<file path="config.mk">
export PLATFORM = sky130hd
export DESIGN_NAME = lsu64_unit
export DESIGN_NICKNAME = d
export VERILOG_FILES = /design/src/rtl/lsu64_pkg.sv /design/src/rtl/lsu64_decode.sv /design/src/rtl/lsu64_agen.sv /design/src/rtl/lsu64_wback.sv /design/src/rtl/lsu64_unit.sv
export SDC_FILE = /design/constraint.sdc
export NUM_CORES = 1
export LEC_CHECK = 0
export ABC_AREA = 1
export BUFFER_PORTS_ARGS = -buffer_cell sky130_fd_sc_hd__buf_4
export CORE_AREA = 3 3 169 171
export DETAILED_ROUTE_END_ITERATION = 6
export DIE_AREA = 0 0 172 174
export GPL_ROUTABILITY_DRIVEN = 1
export SYNTH_ARGS = -nofsm -noshare
export SYNTH_HDL_FRONTEND = slang
export SYNTH_HIERARCHICAL = 1
export SYNTH_SLANG_ARGS = --single-unit
</file>
<file path="constraint.sdc">
create_clock -name clk -period 3.7 [get_ports clk]
set_clock_uncertainty 0.1 [all_clocks]
set_input_delay 0.555 -clock clk [delete_from_list [all_inputs] [get_ports clk]]
set_output_delay 0.555 -clock clk [all_outputs]
set_load 0.02 [all_outputs]
</file>
<file path="src/rtl/lsu64_pkg.sv">
package lsu64_pkg;

  localparam int XLEN   = 64;
  localparam int NBYTES = XLEN / 8;
  localparam int OFS_W  = $clog2(NBYTES);
  localparam int IMM_W  = 12;
  localparam int REG_W  = 5;

  localparam logic [6:0] OPC_LOAD  = 7'b0000011;
  localparam logic [6:0] OPC_STORE = 7'b0100011;
  localparam logic [2:0] F3_WORDU  = 3'b110;
  localparam logic [2:0] F3_DWORD  = 3'b011;

  typedef enum logic [1:0] {
    ACC_NONE  = 2'd0,
    ACC_WORDU = 2'd1,
    ACC_DLOAD = 2'd2,
    ACC_DSTOR = 2'd3
  } acc_kind_t;

  function automatic logic [XLEN-1:0] sext_imm(input logic [IMM_W-1:0] v);
    return {{(XLEN-IMM_W){v[IMM_W-1]}}, v};
  endfunction

  function automatic logic [IMM_W-1:0] load_offset(input logic [31:0] ins);
    return ins[31:20];
  endfunction

  function automatic logic [IMM_W-1:0] store_offset(input logic [31:0] ins);
    return {ins[31:25], ins[11:7]};
  endfunction

  function automatic logic is_misaligned(input acc_kind_t k, input logic [OFS_W-1:0] lo);
    case (k)
      ACC_WORDU:            return lo[1:0] != 2'b00;
      ACC_DLOAD, ACC_DSTOR: return lo != '0;
      default:              return 1'b0;
    endcase
  endfunction

  function automatic logic [XLEN-1:0] word_zext(input logic [XLEN-1:0] d, input logic hi);
    return hi ? {{(XLEN/2){1'b0}}, d[XLEN-1:XLEN/2]} : {{(XLEN/2){1'b0}}, d[XLEN/2-1:0]};
  endfunction

endpackage

</file>
<file path="src/rtl/lsu64_decode.sv">
module lsu64_decode
  import lsu64_pkg::*;
(
  input  logic              valid,
  input  logic [31:0]       ins,
  output acc_kind_t         kind,
  output logic [IMM_W-1:0]  offset,
  output logic [REG_W-1:0]  rd
);

  logic [6:0] opc;
  logic [2:0] f3;
  logic       unused_rs_fields;

  assign opc = ins[6:0];
  assign f3  = ins[14:12];
  assign rd  = ins[11:7];
  assign unused_rs_fields = ^ins[19:15];

  always_comb begin
    kind   = ACC_NONE;
    offset = load_offset(ins);
    if (valid) begin
      if (opc == OPC_LOAD && f3 == F3_WORDU)       kind = ACC_WORDU;
      else if (opc == OPC_LOAD && f3 == F3_DWORD)  kind = ACC_DLOAD;
      else if (opc == OPC_STORE && f3 == F3_DWORD) begin
        kind   = ACC_DSTOR;
        offset = store_offset(ins);
      end
    end
  end

endmodule

</file>
<file path="src/rtl/lsu64_agen.sv">
module lsu64_agen
  import lsu64_pkg::*;
(
  input  acc_kind_t         kind,
  input  logic [XLEN-1:0]   base,
  input  logic [IMM_W-1:0]  offset,
  output logic [XLEN-1:0]   addr,
  output logic              mis
);

  assign addr = base + sext_imm(offset);
  assign mis  = is_misaligned(kind, addr[OFS_W-1:0]);

endmodule

</file>
<file path="src/rtl/lsu64_wback.sv">
module lsu64_wback
  import lsu64_pkg::*;
(
  input  logic              clk,
  input  logic              rst_n,
  input  logic              cap_en,
  input  logic              cap_word,
  input  logic              cap_hi,
  input  logic [REG_W-1:0]  cap_rd,
  input  logic [XLEN-1:0]   rdata,
  output logic              wb_en,
  output logic [REG_W-1:0]  wb_idx,
  output logic [XLEN-1:0]   wb_data
);

  logic             pend_en;
  logic             pend_word;
  logic             pend_hi;
  logic [REG_W-1:0] pend_rd;

  always_ff @(posedge clk or negedge rst_n) begin
    if (!rst_n) begin
      pend_en   <= 1'b0;
      pend_word <= 1'b0;
      pend_hi   <= 1'b0;
      pend_rd   <= '0;
    end else begin
      pend_en   <= cap_en;
      pend_word <= cap_word;
      pend_hi   <= cap_hi;
      pend_rd   <= cap_rd;
    end
  end

  assign wb_en   = pend_en;
  assign wb_idx  = pend_en ? pend_rd : '0;
  assign wb_data = !pend_en ? '0 : (pend_word ? word_zext(rdata, pend_hi) : rdata);

  // register zero is never written
  p_no_x0_write_r7: assert property (@(posedge clk) disable iff (!rst_n)
    wb_en |-> wb_idx != '0);

  // an unsigned word result has a clear upper half
  p_word_upper_clear_r4: assert property (@(posedge clk) disable iff (!rst_n)
    (wb_en && pend_word) |-> wb_data[XLEN-1:XLEN/2] == '0);

endmodule

</file>
<file path="src/rtl/lsu64_unit.sv">
module lsu64_unit
  import lsu64_pkg::*;
(
  input  logic              clk,
  input  logic              rst_n,
  input  logic              req_valid,
  input  logic [31:0]       instr,
  input  logic [63:0]       base_val,
  input  logic [63:0]       src2_val,
  output logic [63:0]       mem_addr,
  output logic              mem_we,
  output logic [7:0]        mem_be,
  output logic [63:0]       mem_wdata,
  input  logic [63:0]       mem_rdata,
  output logic              misalign,
  output logic              wb_en,
  output logic [4:0]        wb_idx,
  output logic [63:0]       wb_data
);

  acc_kind_t        kind;
  logic [IMM_W-1:0] offset;
  logic [REG_W-1:0] rd;
  logic [XLEN-1:0]  ea;
  logic             ea_mis;
  logic             is_load;
  logic             store_fire;
  logic             load_fire;

  lsu64_decode u_dec (
    .valid  (req_valid),
    .ins    (instr),
    .kind   (kind),
    .offset (offset),
    .rd     (rd)
  );

  lsu64_agen u_agen (
    .kind   (kind),
    .base   (base_val),
    .offset (offset),
    .addr   (ea),
    .mis    (ea_mis)
  );

  assign is_load    = (kind == ACC_WORDU) || (kind == ACC_DLOAD);
  assign store_fire = (kind == ACC_DSTOR) && !ea_mis;
  assign load_fire  = is_load && !ea_mis && (rd != '0);

  assign mem_addr  = ea;
  assign mem_we    = store_fire;
  assign mem_be    = store_fire ? {NBYTES{1'b1}} : '0;
  assign mem_wdata = src2_val;
  assign misalign  = ea_mis;

  lsu64_wback u_wb (
    .clk      (clk),
    .rst_n    (rst_n),
    .cap_en   (load_fire),
    .cap_word (kind == ACC_WORDU),
    .cap_hi   (ea[2]),
    .cap_rd   (rd),
    .rdata    (mem_rdata),
    .wb_en    (wb_en),
    .wb_idx   (wb_idx),
    .wb_data  (wb_data)
  );

  // a memory write always goes to an aligned doubleword and is never flagged
  p_write_aligned_r8: assert property (@(posedge clk) disable iff (!rst_n)
    mem_we |-> (mem_addr[OFS_W-1:0] == '0 && !misalign));

  // a flagged access is followed by no register write
  p_mis_blocks_wb_r8: assert property (@(posedge clk) disable iff (!rst_n)
    misalign |=> !wb_en);

  // a register write traces back to a valid, unflagged, non-store request
  p_wb_after_req_r9: assert property (@(posedge clk) disable iff (!rst_n)
    wb_en |-> ($past(req_valid) && !$past(misalign) && !$past(mem_we)));

  // an idle cycle touches nothing
  p_idle_quiet_r1: assert property (@(posedge clk) disable iff (!rst_n)
    !req_valid |-> (!mem_we && mem_be == '0 && !misalign));

endmodule

</file>
==> out/metrics.csv <==
metric,value,unit
p_seq_share,4.8,%
crit_required,3.04,ns
synthTopCellsByCount,"nand2_1 (697), inv_1 (396), nor2_1 (196)",
avgSynthCellArea,4.784,um^2
hold_viol,0,
clock_path_buffers,2,
fp-row-count,60,
clkTransAtPathRegs,0.04,ns
cp_cell_sequence,"buf_4, inv_1, nand2_1, nor2_2, nand3_2, nand2_1, nand2_1, nand2_1, nand2_2, ha_4, fa_2, buf_6, xor2_2, o32ai_2, inv_2, nor2_4, clkbuf_16, buf_6",
drv_cap,0,
wl,42160,um
first_global_vias,9783,
fmax,281.6,MHz
syn_nets,1990,
design.die.area,0.02993,mm^2
post-route-util,39.55,%
grt_max_degree,65,
yosysMostFrequentCell,nand2_1,
numCtsBuffers,3,
wire_per_inst,18.48,um
boundaryPins,435,
path_buf_inv,6,
nets,2234,
rsz0062_at_grt,true,
grt_util_all_layers,26.65,%
synthFlopType,dfrtp_1,
crit_path_end_kind,output port,
clkPwrFrac,8.8,%
vdd.ir_drop.worst,0.1797,mV
synth-edff-count,0,
crit_slowest_cell,fa_2,
nFillCells,3154,
switching_share,55.74,%
path_class,in -> out,
hold_path_class,in -> async,
drv_slew,0,
die_w,172,um
gp_congestion,0.9744,
yosys.area.top_type,nand2_1,
vias,10395,
drc_errors,0,
timing.hold.ws,0.03797,ns
antenna_found_initial,4,
synth_cell_types,29,
post-route-period-util,95.97,%
cts.sinks,8,
setup_ws,0.1491,ns
core_area,0.02703,mm^2
cp_max_fo,4,
finalCriticalPeriod,3.551,ns
maxSlewHeadroom,55.46,%
cell_internal_pwr,0.9001,mW
netlist.area_leader.share,32.23,%
worstPathArrival,2.90,ns
max_stage_delay,0.38,ns
powerDensity,190.3,mW/mm^2
grt-ovfl-total,0,
post_route_cells_drive_above_1_share,23.05,%
ys_async_sr_fraction,100.0,%
pre_cts_slack,-0.05584,ns
syn_inst,1697,
power_leakage,7.116,nW
drt_iter0_markers,752,
via_per_inst,4.555,
ys_warn_count,6,
numPortBuffers,301,
htree_levels,1,
p_switching,1.134,mW
start_kind,primary input,
areaGrowthSynthToFinish,31.67,%
dieHeight,174,um
path_delay_family,buffers and inverters,
outcome,"finished, final reports clean",
grt_pass1_wl,59800,um
synth-seq-cells,8,
dp_cells,2270,
cts-root-buf,clkbuf_16,
initial_utilization,30.04,%
syn_area,0.008118,mm^2
tritoncts,done,
tightest_slew,0.6682,ns
final_antenna_net_count,0,
combinationalPowerShare,86.5,%
yosysSeqAreaShare,2.466,%
cpMostUsedCell,nand2_1,
firstDrtPassIters,5,
layout.cells.non_filler,2282,
setup_violations,0,
synth_area_leaders,"nand2_1 (32%), inv_1 (18%), ha_1 (10%)",
dpl.hpwl,37930,um
[placed cells by master (no fill, tap or decap), types with 3 or more instances in the layout]
master	instances
xor2_1	29
ha_1	61
a21oi_1	41
o21bai_1	3
nor2_1	192
nor3_2	3
inv_1	394
dfrtp_1	8
nand3_4	3
nand4_1	14
nor3_1	12
nand2_2	41
nand3_1	54
buf_6	8
nor2_4	10
ha_4	4
nand2_1	678
inv_2	5
nor2_2	23
buf_4	325
nand3_2	10
clkbuf_16	4
[power groups by stage]
stage	sequential, mW	clock (mW)	combinational, mW
after floorplan	0.0967	0	1.06
after global placement	0.0978	0	1.69
after detailed placement	0.0974	0	1.69
after CTS	0.0967	0.180	1.70
after global routing	0.0970	0.184	1.93
final	0.0966	0.178	1.76
[through the flow]
| stage | setup TNS [ns] | area, um^2 | total power [mW] |
|---|---|---|---|
| after floorplan | 0 | 8120 | 1.158 |
| after global placement | -0.06000 | 10320 | 1.790 |
| after detailed placement | -0.1028 | 10320 | 1.788 |
| after CTS | 0 | 10400 | 1.979 |
| after global routing | -0.1235 | 10690 | 2.206 |
| final | 0 | 10690 | 2.034 |
[how the worst max path moves through the flow]
stage | startpoint | end | slack [ns] | cells past startpoint
final | instr[4] | mem_be[2] | 0.15 | 18
after global routing | instr[4] | mem_addr[45] | -0.03 | 24
after CTS | instr[2] | mem_addr[30] | 0.02 | 22
after detailed placement | instr[2] | mem_addr[32] | -0.06 | 21
after global placement | instr[2] | mem_addr[32] | -0.04 | 21
after floorplan | instr[2] | mem_be[0] | 0.004 | 15
[cell families after synthesis]
kind of cell | count (synthesis) | share of synthesized area [%]
adder cells (fa/ha/maj) | 66 | 10.27
AO/OA/AOI/OAI | 49 | 3.191
AND/OR/NAND/NOR | 1045 | 53.21
XOR/XNOR | 32 | 3.453
flip-flops | 8 | 2.466
buffers and inverters | 497 | 27.42
[metal layers]
metal | vias to the layer above | track usage [%] | part of all wire [%]
li1 | 5337 | - | -
met1 | 4592 | 37.41 | 45
met2 | 400 | 39.95 | 42
met3 | 62 | 8.392 | 11
met4 | 4 | 5.589 | 2.1
met5 | - | 0 | 0.076
[registers in the layout, summed over array words and instances (netlist names)]
name / flops
u_wb/pend_hi: 1
u_wb/pend_rd: 5
u_wb/pend_word: 1
u_wb/wb_en: 1
[layout make-up]
type / instances / area (um^2) / share of cell area, %
inverters: 400 / 1501 / 14.05
flip-flops and latches: 8 / 200.2 / 1.873
diodes: 2 / 5.005 / 0.04682
multi-input cells: 1192 / 5886 / 55.06
clock buffers: 3 / 75.07 / 0.7023
well taps: 341 / 426.7 / 3.992
repair buffers: 336 / 2595 / 24.28
[timing repair]
action / CTS / global route
setup buffers: 0 / 6
pin swaps: 0 / 16
setup endpoints to repair: 7 / 60
hold buffers: 0 / 0
cloned: 0 / 1
resized for setup: 2 / 51
No activity file was read; power rests on OpenSTA's default activity.
